<file path="src/rtl/timer_trgo_sel.sv">
`timescale 1ns/1ps
module timer_trgo_sel #(
  parameter int CW = 16,
  parameter int AW = 3
) (
  input  logic          clk,
  input  logic          rst_n,
  input  logic          wr_en,
  input  logic [AW-1:0] wr_addr,
  input  logic [CW-1:0] wr_data,
  input  logic          etr_in,
  output logic          trgo,
  output logic [3:0]    oc_ref
);
  localparam int NCH = 4;

  logic          sw_run, sync_dly, etr_inv;
  logic [2:0]    msel;
  logic [1:0]    slv_mode;
  logic [CW-1:0] reload, cnt;
  logic [CW-1:0] cmp [NCH];
  logic          ug_p, trig_q, rst_dly;
  logic [NCH-1:0] match;

  wire trig      = etr_in ^ etr_inv;
  wire gated     = (slv_mode == 2'b10);
  wire rmode     = (slv_mode == 2'b01);
  wire trig_rise = trig & ~trig_q;
  wire en_cnt    = sw_run | (gated & (sync_dly ? trig_q : trig));
  wire en_out    = sw_run | (gated & trig_q);
  wire rst_evt   = rmode & trig_rise;
  wire clr       = ug_p | rst_evt;
  wire wrap      = en_cnt & ~clr & (cnt == reload);
  wire upd       = ug_p | wrap;

  always_ff @(posedge clk or negedge rst_n) begin
    if (!rst_n) begin
      sw_run   <= 1'b0;
      msel     <= 3'd0;
      sync_dly <= 1'b0;
      slv_mode <= 2'd0;
      etr_inv  <= 1'b0;
      reload   <= '1;
      ug_p     <= 1'b0;
    end else begin
      ug_p <= wr_en && (wr_addr == AW'(1)) && wr_data[0];
      if (wr_en && wr_addr == AW'(0)) begin
        sw_run   <= wr_data[0];
        msel     <= wr_data[3:1];
        sync_dly <= wr_data[4];
        slv_mode <= wr_data[6:5];
        etr_inv  <= wr_data[7];
      end
      if (wr_en && wr_addr == AW'(2)) reload <= wr_data;
    end
  end

  always_ff @(posedge clk or negedge rst_n) begin
    if (!rst_n) begin
      trig_q  <= 1'b0;
      rst_dly <= 1'b0;
    end else begin
      trig_q  <= trig;
      rst_dly <= rst_evt;
    end
  end

  always_ff @(posedge clk or negedge rst_n) begin
    if (!rst_n)      cnt <= '0;
    else if (clr)    cnt <= '0;
    else if (en_cnt) cnt <= (cnt == reload) ? '0 : cnt + CW'(1);
  end

  for (genvar i = 0; i < NCH; i++) begin : g_ch
    always_ff @(posedge clk or negedge rst_n) begin
      if (!rst_n) cmp[i] <= '0;
      else if (wr_en && wr_addr == AW'(4 + i)) cmp[i] <= wr_data;
    end
    assign oc_ref[i] = cnt < cmp[i];
    assign match[i]  = en_cnt & ~clr & (cnt == cmp[i]);
  end

  always_comb begin
    case (msel)
      3'd0:    trgo = ug_p | rst_dly;
      3'd1:    trgo = en_out;
      3'd2:    trgo = upd;
      3'd3:    trgo = match[0];
      default: trgo = oc_ref[msel[1:0]];
    endcase
  end
endmodule

</file>
<file path="config.mk">
export PLATFORM = sky130hd
export DESIGN_NAME = timer_trgo_sel
export DESIGN_NICKNAME = d
export VERILOG_FILES = /design/src/rtl/timer_trgo_sel.sv
export SDC_FILE = /design/constraint.sdc
export NUM_CORES = 1
export LEC_CHECK = 0
export BUFFER_PORTS_ARGS = -buffer_cell sky130_fd_sc_hd__clkbuf_2
export CAP_MARGIN = 20
export CORE_AREA = 3 3 136 138
export DETAILED_ROUTE_END_ITERATION = 12
export DIE_AREA = 0 0 139 141
export HOLD_SLACK_MARGIN = 0.12
export PLACE_DENSITY_LB_ADDON = 0.2
export SLEW_MARGIN = 20
export SYNTH_ARGS = -nofsm -noshare
export SYNTH_HDL_FRONTEND = slang
export SYNTH_SLANG_ARGS = --single-unit
</file>
<file path="constraint.sdc">
create_clock -name clk -period 6.69 [get_ports clk]
set_input_delay 1.0035 -clock clk [delete_from_list [all_inputs] [get_ports clk]]
set_output_delay 1.0035 -clock clk [all_outputs]
set_load 0.02 [all_outputs]
</file>
=== Yosys cells after proc, flatten, opt, wreduce, memory -nomap -nowiden ===
Cells that the tools add are included.

* Divide/modulo/power cells: 0
* Muxes and demuxes: 7
* Reduce and logical (&&, ||, !) cells: 11
* Equal/unequal tests: 13
* Add/subtract/negate cells: 1
* Bitwise gates (word level): 15
* Order comparisons: 5
* Shift operators: 0
* Multiply operators: 0

{| class="wikitable"
|+ Operators by type and width
! cell !! count
|-
| 16-bit < comparator || 4
|-
| 16-bit two-way mux || 3
|-
| 16-bit equality test || 2
|-
| 16-bit by 1-bit adder with 16-bit output, second input constant || 1
|-
| 3-bit equality test, second input constant || 4
|-
| 3-bit by 2-bit equality test with 1-bit output, second input constant || 3
|-
| 1-bit logical AND || 8
|-
| 1-bit AND || 7
|-
| 3-bit by 1-bit equality test with 1-bit output, second input constant || 2
|-
| 3-bit logical NOT || 2
|-
| 1-bit OR || 5
|-
| 1-bit one-hot mux with 4 select lines || 1
|-
| 2-bit by 3-bit < comparator with 1-bit output, second input constant || 1
|-
| 1-bit binary-select mux with 2-bit select || 1
|-
| 2-bit by 1-bit equality test with 1-bit output, second input constant || 1
|-
| 2-bit equality test, second input constant || 1
|-
| 1-bit two-way mux || 2
|-
| 1-bit inverter || 2
|-
| 2-bit nonzero test || 1
|-
| 1-bit XOR || 1
|}

* Bits of input ports: 23
* Word-level logic and storage cells: 66
* Memory bits (writable): 0
* Memories: 0
* Bits in latches: 0
* Register bits after elaboration: 107
* Memory bits (read-only): 0
* Output and inout bits: 5

=== Depth between registers and ports, before layout ===
* Depth after elaboration: 9
* Depth in mapped cells: 9

=== Least setup slack after synthesis ===
Ideal clock, no wire load.

* Path type: reg2out
* Start point: register cnt[14]
* End point: output trgo
* Stages on the path, launching flop included: 8
* Arrival: 2.484 ns
* Data required time: 5.687 ns
* Slack: 3.202 ns
* Path through: dfrtp_1 -> ha_1 -> nand4_1 -> or4_1 -> a21o_1 -> o211a_1 -> or4b_1 -> and4b_1

* Longest elaborated chain between the ends: 4
* Elaborated cells on any way between the ends: 12
* Those cells by class: order compare: 4; eq/ne: 2; mux: 3; bitwise: 3

{| class="wikitable"
|+ RTL lines
! item !! RTL line !! text
|-
| start, declared || 20 || <nowiki>logic [CW-1:0] reload, cnt;</nowiki>
|-
| start signal, assigned || 71 || <nowiki>else if (en_cnt) cnt <= (cnt == reload) ? '0 : cnt + CW'(1);</nowiki>
|-
| 16-bit < comparator || 79 || <nowiki>assign oc_ref[i] = cnt < cmp[i];</nowiki>
|-
| net oc_ref[0] || 13 || <nowiki>output logic [3:0] oc_ref</nowiki>
|-
| 1-bit binary-select mux with 2-bit select || 89 || <nowiki>default: trgo = oc_ref[msel[1:0]];</nowiki>
|-
| 1-bit two-way mux (not written as such) || 89 ||
|-
| 1-bit one-hot mux with 4 select lines || 84 || <nowiki>case (msel)</nowiki>
|-
| end, declared || 12 || <nowiki>output logic trgo,</nowiki>
|}

The timed path passes the listed nets, and every way through them passes these cells. The select of a mux whose other input is x is not followed.

=== Worst setup path in the final report ===
* Start point: register cnt[14]
* End point: output trgo

* Longest elaborated chain between the ends: 4
* Elaborated cells on any way between the ends: 12
* Those cells by class: order compare: 4; eq/ne: 2; mux: 3; bitwise: 3

{| class="wikitable"
|+ RTL lines
! item !! RTL line
|-
| 16-bit < comparator / 16-bit equality test (equally long branches) || 79, 33
|-
| 1-bit binary-select mux with 2-bit select / 1-bit AND (equally long branches) || 89, 33
|-
| 1-bit two-way mux (not written as such) / 1-bit OR (equally long branches) || 89, 34
|-
| 1-bit one-hot mux with 4 select lines (*) || 84
|}

Every way passes the cells marked *; elsewhere a longest branch is shown, timed or not. The select of a mux whose other input is x is not followed.

==> flow_metrics.env <==
export IMPL_outcome="completed"
export IMPL_synth_top_area_share=0.376
export IMPL_dpl_cell_count=816
export IMPL_yosysSeqAreaShare=0.446
export IMPL_yosysMostFrequentCell="dfrtp_1"
export IMPL_cp_arrival_ps=3090
export IMPL_cts_resized=0
export IMPL_pre_cts_slack_ps=2910
export IMPL_use_met2=0.250
export IMPL_synth_top_area_cell="dfrtp_1"
export IMPL_viasPerCell=5.12
export IMPL_pwr_density_cell_mw_per_mm2=286
export IMPL_async_flop_share=1.00
export IMPL_syn2layout_area_growth_pct=12.0
export IMPL_synth_common_cells="dfrtp_1, mux2_2, inv_1"
export IMPL_synth_cell_types=52
export IMPL_hp_start="cmp[16]"
export IMPL_synth_xor_area_frac=0.0275
export IMPL_clk_latency_ps=350
export IMPL_numPortBuffers=27
export IMPL_die_area_mm2=0.0196
export IMPL_cp_top_family="simple AND/OR/NAND/NOR gates"
export IMPL_finalHoldViolations=0
export IMPL_critPathMaxFanout=8
export IMPL_reg2reg_depth=7
export IMPL_cts_hold_buf=0
export IMPL_gp_congestion=0.807
export IMPL_post_drt_wl_per_cell_um=17.7
export IMPL_cts_setup_buffers=0
export IMPL_die_x_um=139
export IMPL_start_util=0.350
export IMPL_grt_max_degree=56
export IMPL_p_switching_uw=614
export IMPL_cts_tree="built"
export IMPL_hold_path_class="flip-flop to flip-flop"
export IMPL_routed_wl_um=14800
export IMPL_htreeDepth=3
export IMPL_num_io_pins=28
export IMPL_slew_headroom=0.458
export IMPL_dpl_instance_area_mm2=0.00648
export IMPL_vias=4262
export IMPL_worst_setup_path_type="flip-flop to output pin"
export IMPL_path_cells="ha_1 > nand2_1 > nor4_1 > o311ai_0 > and3_2 > or3_2 > and4b_1 > clkbuf_2"
export IMPL_fin_cells=832
export IMPL_setup_violations_final=0
export IMPL_cts_inserted_buffers=9
export IMPL_clk_pin_slew_ps=70
export IMPL_ys_flop_type="dfrtp_1"
export IMPL_cpPeakStageDelay_ps=570
export IMPL_clkPwrFrac=0.279
export IMPL_yosys_register_bits=107
export IMPL_rr_startpoint="cnt[3]"
export IMPL_p_leak_nw=3.17
export IMPL_fin_crit_sh=0.611
export IMPL_switching_share=0.317
export IMPL_grt_pass1_wl_um=24100
export IMPL_worst_path_buf_inv=1
export IMPL_whs_path_depth=1
export IMPL_synth_mux_area_frac=0.136
export IMPL_busiest_layer="met2"
export IMPL_overflow=0
export IMPL_core_mm2=0.0173
export IMPL_grt_util_all_layers=0.156
export IMPL_placement_rows=48
export IMPL_ir_drop_mv=0.121
export IMPL_max_freq_ghz=0.244
export IMPL_synth_edff_count=0
export IMPL_maxCapViolations=0
export IMPL_end_kind="output pin"
export IMPL_holdPathEnd="cmp[16]"
export IMPL_seq_area_mm2=0.00270
export IMPL_multi_input_area_mm2=0.00307
export IMPL_fillers=1708
export IMPL_comb_power_share=0.265
export IMPL_use_met1=0.219
export IMPL_rsz0062_at_grt="no"
export IMPL_synth_nets=655
export IMPL_finalClockSkew_ps=9.98
export IMPL_synth_compound_area_frac=0.0971
export IMPL_min_period_ps=4090
export IMPL_synth_top_family_by_area="multiplexers"
export IMPL_ys_warn_count=0
export IMPL_root_buffer="clkbuf_16"
export IMPL_syn_inst=570
export IMPL_place_hpwl_um=10700
export IMPL_die_y_um=141
export IMPL_required_ps=5690
export IMPL_avgSynthCellArea_um2=10.6
export IMPL_worstReg2RegEnd="cnt[9]"
export IMPL_clkSinkCount=107
export IMPL_antenna_found_initial=0
export IMPL_p_int_mw=1.32
export IMPL_post_route_drc_count=0
export IMPL_antenna_cells=0
export IMPL_drt_pass1_iterations=4
export IMPL_syn_area_mm2=0.00605
export IMPL_setup_tns_ps=0
export IMPL_ant_nets=0
export IMPL_synth_area_top_cells="dfrtp_1, mux2_2, ha_1"
export IMPL_nets=687
export IMPL_yosys_area_share_simple=0.117
export IMPL_use_met3=0.0166
export IMPL_drive_gt1_frac=0.242
export IMPL_r2r_slack_ps=4040
export IMPL_worstSetupStartpointType="flip-flop"
export IMPL_first_global_vias=4315
export IMPL_worst_slew_pin_slew_ps=808
export IMPL_slew_violations=0
export IMPL_cpMaxStageDelayCell="nor4_1"
export IMPL_p_seq_frac=0.456
export IMPL_yosys_area_share_adder=0.128
export IMPL_cts_buffer_depth=2
export IMPL_first_iter_violations=314
export IMPL_fin_area_mm2=0.00678
export IMPL_layout_setup_ws_ps=2600
-- power groups by stage --
| stage | clock, mW | combinational [mW] | sequential [mW] |
|---|---|---|---|
| finish | 0.540 | 0.513 | 0.884 |
| detailed placement | 0 | 0.513 | 0.897 |
| CTS | 0.557 | 0.516 | 0.885 |
| global route | 0.579 | 0.588 | 0.904 |
| global placement | 0 | 0.499 | 0.892 |
| floorplan | 0 | 0.371 | 0.864 |
-- worst register-to-register path: stages (launching register included) --
cell and delay, ps:
dfrtp_1 510, xnor2_1 260, nand4_1 210, nor4_4 650, nor2_1 250, buf_4 280, a21o_1 180, a22o_1 220
-- layout by cell type, fill, tap and decap left out, types with 4 or more instances in the layout --
master and count:
dfstp_2 16, ha_1 62, dfrtp_1 91, clkbuf_16 9, buf_4 9, nand4_1 15, nor2_1 13, nand3_1 9
nor3_1 10, and4_1 4, xnor2_1 18, nand2_1 48, a21o_1 4, and3_1 6, inv_1 64, o21ai_0 41
a22o_1 6, clkbuf_2 26, a21oi_1 33, mux2_2 72, nor2b_1 5
-- registers in the layout, indices dropped and copies added, names as in the netlist, 2 cells and up --
register,count
cnt,16
msel,3
slv_mode,2
cmp,64
reload,16
-- how the worst max path moves through the flow --
stage	start	to	slack (ps)	cells after the start
detailed placement	cnt[13]	trgo	2910	8
global route	cnt[15]	trgo	2390	8
global placement	etr_in	trgo	2930	8
finish	cnt[14]	trgo	2600	8
CTS	cnt[14]	trgo	2520	8
floorplan	cnt[14]	trgo	3200	7
-- cells by family after synthesis --
logic type      after synthesis
compound gates              100
fa+ha+maj                    62
xor+xnor                     19
simple gates                131
flops                       107
mux                          73
buf+inv                      78
-- layout make-up --
cell class              instances  share of cell area
clock buffers                  11              0.0358
clock inverters                 5             0.00775
inverters                      64              0.0354
multi-input cells             385               0.452
flip-flops and latches        107               0.398
well taps                     225              0.0415
repair buffers                 35              0.0292
-- metrics by stage --
| stage | hold WS [ps] | total power, mW | util |
|---|---|---|---|
| final | 501 | 1.94 | 0.392 |
| after global routing | 528 | 2.07 | 0.392 |
| after CTS | 500 | 1.96 | 0.392 |
| after detailed placement | 486 | 1.41 | 0.375 |
| after global placement | 480 | 1.39 | 0.375 |
| after floorplan | 471 | 1.23 | - |
-- metal layers --
layer | up-vias | routed length, um | part of all wire
met1 | 2129 | 7340 | 0.50
met2 | 43 | 6850 | 0.46
met5 | - | 0 | 0
met4 | 0 | 262 | 0.018
met3 | 13 | 302 | 0.020
li1 | 2077 | - | -
(Power assumes the default switching activity.)
